===== src/rtl/clk_src_ctrl.sv =====
module clk_src_ctrl #(
  parameter int DW       = 16,
  parameter int DIVW     = 4,
  parameter int NDIV     = 4,
  parameter int RDW      = 3,
  parameter int HF_SHIFT = 5
) (
  input  logic            clk,
  input  logic            rst_n,
  input  logic            wr_en,
  input  logic [1:0]      wr_addr,
  input  logic [DW-1:0]   wr_data,
  input  logic            osc_ready,
  input  logic            fll_lock,
  input  logic            pll_lock,
  output logic [1:0]      src_sel,
  output logic            loop_en,
  output logic            st_ref_int,
  output logic            st_fast_irc,
  output logic            st_pll,
  output logic            st_lock,
  output logic            st_osc_init,
  output logic            st_clk_loss,
  output logic            switch_done,
  output logic [NDIV-1:0] div_en,
  output logic            fll_ref_tick
);
  localparam int RCW = HF_SHIFT + (1 << RDW);
  localparam logic [1:0] SRC_FLL = 2'd0, SRC_IRC = 2'd1, SRC_EXT = 2'd2, SRC_PLL = 2'd3;
  localparam logic [NDIV*DIVW-1:0] DIV_RST = {{(DIVW-1){1'b0}}, 1'b1, {((NDIV-1)*DIVW){1'b0}}};

  logic [1:0]           c_sel;
  logic                 c_refint, c_fast, c_lp, c_hf, c_pll, c_mon;
  logic [RDW-1:0]       c_rdiv;
  logic [NDIV*DIVW-1:0] c_div;

  always_ff @(posedge clk or negedge rst_n) begin
    if (!rst_n) begin
      c_sel <= SRC_FLL; c_refint <= 1'b1; c_fast <= 1'b0; c_lp <= 1'b0;
      c_rdiv <= '0; c_hf <= 1'b0; c_pll <= 1'b0; c_mon <= 1'b0;
      c_div <= DIV_RST;
    end else if (wr_en) begin
      case (wr_addr)
        2'd0: begin
          c_sel <= wr_data[1:0]; c_refint <= wr_data[2];
          c_fast <= wr_data[3]; c_lp <= wr_data[4];
        end
        2'd1: begin
          c_rdiv <= wr_data[RDW-1:0]; c_hf <= wr_data[RDW];
          c_pll <= wr_data[RDW+1]; c_mon <= wr_data[RDW+2];
        end
        2'd2: c_div <= wr_data[NDIV*DIVW-1:0];
        default: ;
      endcase
    end
  end

  logic       loop_off, ok, upd, upd_q;
  logic [1:0] tgt;

  assign loop_off = c_lp & (c_sel != SRC_FLL);
  assign loop_en  = ~loop_off;

  always_comb begin
    case (c_sel)
      2'd0:    tgt = st_pll ? SRC_PLL : SRC_FLL;
      2'd1:    tgt = SRC_IRC;
      2'd2:    tgt = SRC_EXT;
      default: tgt = src_sel;
    endcase
    case (tgt)
      SRC_FLL: ok = fll_lock;
      SRC_IRC: ok = 1'b1;
      SRC_EXT: ok = osc_ready;
      default: ok = st_lock & (src_sel == SRC_EXT || src_sel == SRC_PLL);
    endcase
  end

  assign upd = ok & (tgt != src_sel);

  always_ff @(posedge clk or negedge rst_n) begin
    if (!rst_n) begin
      src_sel <= SRC_FLL; upd_q <= 1'b0; switch_done <= 1'b0;
      st_ref_int <= 1'b1; st_fast_irc <= 1'b0; st_pll <= 1'b0; st_lock <= 1'b0;
      st_osc_init <= 1'b0; st_clk_loss <= 1'b0;
    end else begin
      if (upd) src_sel <= tgt;
      upd_q       <= upd;
      switch_done <= upd_q;
      st_ref_int  <= c_refint | (st_ref_int & ~osc_ready);
      st_fast_irc <= c_fast;
      st_pll      <= c_pll;
      st_lock     <= c_pll & st_pll & pll_lock & ~loop_off;
      st_osc_init <= osc_ready;
      st_clk_loss <= c_mon & (st_clk_loss |
                     (~osc_ready & (src_sel == SRC_EXT || src_sel == SRC_PLL)));
    end
  end

  for (genvar g = 0; g < NDIV; g++) begin : g_div
    logic [DIVW-1:0] cnt;
    assign div_en[g] = cnt >= c_div[g*DIVW +: DIVW];
    always_ff @(posedge clk or negedge rst_n) begin
      if (!rst_n)         cnt <= '0;
      else if (div_en[g]) cnt <= '0;
      else                cnt <= cnt + 1'b1;
    end
  end

  logic [RCW-1:0] r_cnt, r_lim;
  assign r_lim = (c_hf ? ((RCW'(1) << HF_SHIFT) << c_rdiv) : (RCW'(1) << c_rdiv)) - RCW'(1);
  assign fll_ref_tick = r_cnt >= r_lim;
  always_ff @(posedge clk or negedge rst_n) begin
    if (!rst_n)            r_cnt <= '0;
    else if (fll_ref_tick) r_cnt <= '0;
    else                   r_cnt <= r_cnt + 1'b1;
  end

  assert_ext_needs_osc_R3: assert property (@(posedge clk) disable iff (!rst_n)
    (!$stable(src_sel) && src_sel == SRC_EXT) |-> $past(osc_ready));
  assert_pll_from_ext_R5: assert property (@(posedge clk) disable iff (!rst_n)
    (!$stable(src_sel) && src_sel == SRC_PLL) |-> ($past(src_sel) == SRC_EXT && $past(st_lock)));
  assert_fll_needs_lock_R6: assert property (@(posedge clk) disable iff (!rst_n)
    (!$stable(src_sel) && src_sel == SRC_FLL) |-> $past(fll_lock));
  assert_lock_needs_pll_R4: assert property (@(posedge clk) disable iff (!rst_n)
    st_lock |-> st_pll);
  assert_refst_clear_R7: assert property (@(posedge clk) disable iff (!rst_n)
    $fell(st_ref_int) |-> $past(osc_ready));
  assert_done_follows_R10: assert property (@(posedge clk) disable iff (!rst_n)
    !$stable(src_sel) |=> switch_done);
  assert_loss_cause_R13: assert property (@(posedge clk) disable iff (!rst_n)
    $rose(st_clk_loss) |-> $past(!osc_ready));
endmodule


===== config.mk =====
export PLATFORM = sky130hd
export DESIGN_NAME = clk_src_ctrl
export DESIGN_NICKNAME = d
export VERILOG_FILES = /design/src/rtl/clk_src_ctrl.sv
export SDC_FILE = /design/constraint.sdc
export NUM_CORES = 1
export LEC_CHECK = 0
export BUFFER_PORTS_ARGS = -buffer_cell sky130_fd_sc_hd__buf_4
export CORE_MARGIN = 2
export CORE_UTILIZATION = 53
export DETAILED_ROUTE_END_ITERATION = 10
export PLACE_DENSITY = 0.76
export SLEW_MARGIN = 10
export SYNTH_ARGS = -nofsm -noshare
export SYNTH_HDL_FRONTEND = slang
export SYNTH_SLANG_ARGS = --single-unit
export TNS_END_PERCENT = 30

===== constraint.sdc =====
create_clock -name clk -period 3 [get_ports clk]
set_clock_uncertainty 0.05 [all_clocks]
set_input_delay 0.15 -clock clk [delete_from_list [all_inputs] [get_ports clk]]
set_output_delay 0.15 -clock clk [all_outputs]
set_load 0.02 [all_outputs]

==> results.yml <==
outcome:
  status: "complete, no violations"
synth:
  ys_ff_latch: 66
  yosys_most_used_dff: "dfrtp_1"
  yosysWarnings: 0
  synthArstFlopShare_pct: 100
  synth_nets: 388
  netlist_instances: 329
  ys_types: 39
  synth-edff-count: 0
  avgSynthCellArea_um2: 10.7
  netlist.area_leader.share_pct: 44.8
  syn_area_um2: 3520
  synth_seq_area_share_pct: 47.0
  yosysTopAreaCell: "dfrtp_1"
  synthTopCellsByArea: "dfrtp_1 (45%), ha_1 (12%), mux2_2 (8.6%)"
die:
  io_pins: 39
  start_util_pct: 55.2
  core_um2: 6390
  die_w_um: 85.5
  die_area_um2: 7310
  rows: 29
  die_y_um: 85.5
sta:
  fin_tns_setup_ns: 0
  worst_hold_slack_ns: 0.0183
  hold_violations: 0
  fin_crit_ns: 2.94
  rsz0062_at_grt: "yes"
  slew-limit-headroom_pct: 43.2
  slew_violations: 0
  tightest_slew_ns: 0.849
  period_share_pct: 98.1
  finalSetupViolCount: 0
  fmax_mhz: 340
global_route:
  grt_usage_pct: 19.8
  grt_max_degree: 67
  antenna_found_initial: 0
  grt_pass1_vias: 2562
  grt_pass1_wl_um: 11300
  grt_overflow_total: 0
worst_setup_path:
  startpoint_type: "flop"
  critPathRequiredTime_ns: 2.80
  critPathMaxStageDelay_ns: 0.46
  critical_path_buf_inv_count: 2
  slowest_stage: "dfrtp_2"
  cp_max_fo: 6
  endpoint_kind: "primary output"
  critPathKind: "reg2out"
  arrival_ns: 2.74
  crit_chain: "buf_6 -> or3_4 -> nand3_1 -> o21ai_1 -> ha_1 -> and3_1 -> a221o_1 -> a221oi_2 -> o21ai_2 -> buf_6"
  crit_family: "compound AO/OA/AOI/OAI gates"
  path_common_cell: "buf_6"
final_layout:
  areaGrowthSynthToFinish_pct: 23.9
  nets: 457
  post-route-util_pct: 68.3
  multi_input_area_um2: 1740
  seq_area_um2: 1660
  final-instance-count-excl-fill: 480
  layout_common_cells: "dfrtp_1 (62), buf_4 (46), nor2_1 (37)"
  diodes: 0
  drive_gt1_share_pct: 25.8
  layout_commonest_cell: "dfrtp_1"
  fillCellCount: 475
placement:
  routabilityCongestion: 0.837
  dp_hpwl_um: 4520
  io_buffers: 38
  placed_cells: 443
route:
  via_per_inst: 5.32
  routed-via-count: 2555
  drc: 0
  finalWirelength_um: 6440
  drtPass1Iterations: 4
  avgRoutedWirePerCell_um: 13.4
  drt_iter0_drc: 95
  drtAntennaViolNets: 0
pwr:
  fin_total_pwr_mw: 3.55
  max-vdd-ir-drop_v: 0.000743
  p_per_area_nw_per_um2: 812
  p_leak_nw: 2.16
clocking:
  clock-sinks: 66
  cts_tree: "built"
  clkTransAtPathRegs_ns: 0.07
  clock_latency_ns: 0.35
  h-tree-depth: 3
  cts-root-buf: "clkbuf_8"
  clockBufferDepth: 2
  cts_made_buffers: 9
job:
  drv.max_cap_violation_count: 0
hold_path:
  min_path_type: "in2reg"
[layer usage]
metal | GRT usage (%) | share of wire (%) | vias up
met2 | 33.4 | 50 | 46
met1 | 23.9 | 44 | 1220
met3 | 4.91 | 4.2 | 12
li1 | - | - | 1277
met5 | 0 | 0 | -
met4 | 9.38 | 2.3 | 0
[cells by family (layout without fill, tap and decap cells)]
| logic type | count (synthesis) | in the layout | share of synthesized area [%] |
|---|---|---|---|
| xor gates and xnor gates | 20 | 20 | 4.97 |
| and+or+nand+nor | 97 | 97 | 13.5 |
| AOI/OAI and AO/OA | 47 | 47 | 9.13 |
| muxes | 28 | 28 | 8.92 |
| buffers and inverters | 36 | 110 | 4.05 |
| DFF | 66 | 66 | 47.0 |
| adders and majority gates | 35 | 35 | 12.4 |
[path summary, 6_finish.rpt]
kind	startpoint	endpoint	slack, ns	cells after the start
worst max-delay path	c_rdiv[1]$_DFFE_PN0P_	fll_ref_tick	0.06	10
worst min-delay path	wr_data[2]	c_div[2]$_DFFE_PN0P_	0.02	2
worst max register to register	c_rdiv[1]$_DFFE_PN0P_	r_cnt[2]$_DFF_PN0_	0.22	12
worst min register to register	upd_q$_DFF_PN0_	switch_done$_DFF_PN0_	0.30	0
max in group asynchronous	rst_n	c_rdiv[1]$_DFFE_PN0P_	1.92	2
min in group asynchronous	rst_n	r_cnt[7]$_DFF_PN0_	0.38	2
[flip-flops by register name, indices dropped and copies added, names as in the netlist, 2 cells and up]
register   flops
c_div         16
g_div.cnt     16
r_cnt         13
c_sel          2
src_sel        2
c_rdiv         3
[power breakdown]
part | switching, mW | leakage (nW) | total, mW | internal, mW
combinational | 0.689 | 1.25 | 1.40 | 0.707
clock | 0.353 | 0.0945 | 0.759 | 0.406
sequential | 0.238 | 0.813 | 1.39 | 1.15
total | 1.28 | 2.16 | 3.55 | 2.27
[synth_stat cells (2+ instances only)]
| cell type | number |
|---|---|
| o211ai_1 | 2 |
| inv_1 | 28 |
| o21bai_1 | 2 |
| nand3_1 | 14 |
| dfstp_2 | 3 |
| xor2_1 | 11 |
| nand3b_1 | 5 |
| o21ai_0 | 9 |
| xnor2_1 | 9 |
| clkbuf_1 | 7 |
| a32oi_1 | 2 |
| nand4_1 | 3 |
| a21oi_1 | 10 |
| nand2_1 | 12 |
| dfrtp_1 | 63 |
| nor2_1 | 39 |
| a21o_1 | 14 |
| nor2b_1 | 6 |
| and4_1 | 3 |
| nand2b_1 | 8 |
| mux2_2 | 27 |
| ha_1 | 35 |
[layout make-up]
type,instances,area share (%)
multi-input cells,227,40.0
flip-flops and latches,66,38.0
repair buffers,66,12.8
clock buffers,10,3.15
inverters,28,2.41
well taps,77,2.21
clock inverters,6,1.52
[stage by stage]
| step | area [um2] | worst slack, ns |
|---|---|---|
| floorplan | 3520 | 0.131 |
| global placement | 3930 | 0.197 |
| detailed placement | 3930 | 0.108 |
| CTS | 4360 | 0.0268 |
| global route | 4360 | -0.0851 |
| finish | 4360 | 0.0585 |
[worst register-to-register path: cells and delay by family (launching register included)]
kind                     cells  cell delay [ns]
AO/OA/AOI/OAI                4             0.76
adder cells (fa/ha/maj)      1             0.28
buffers and inverters        3             0.44
flip-flops                   1             0.46
AND/OR/NAND/NOR              4             0.73
[timing repair]
item	4_1_cts	5_1_grt
gates cloned	0	0
endpoints found under the hold margin	83	0
setup endpoints to repair	1	1
hold buffers	17	0
buffers inserted	4	0
pin swaps	3	0
gates resized for setup	8	2
Power figures use the tool's default switching activity.
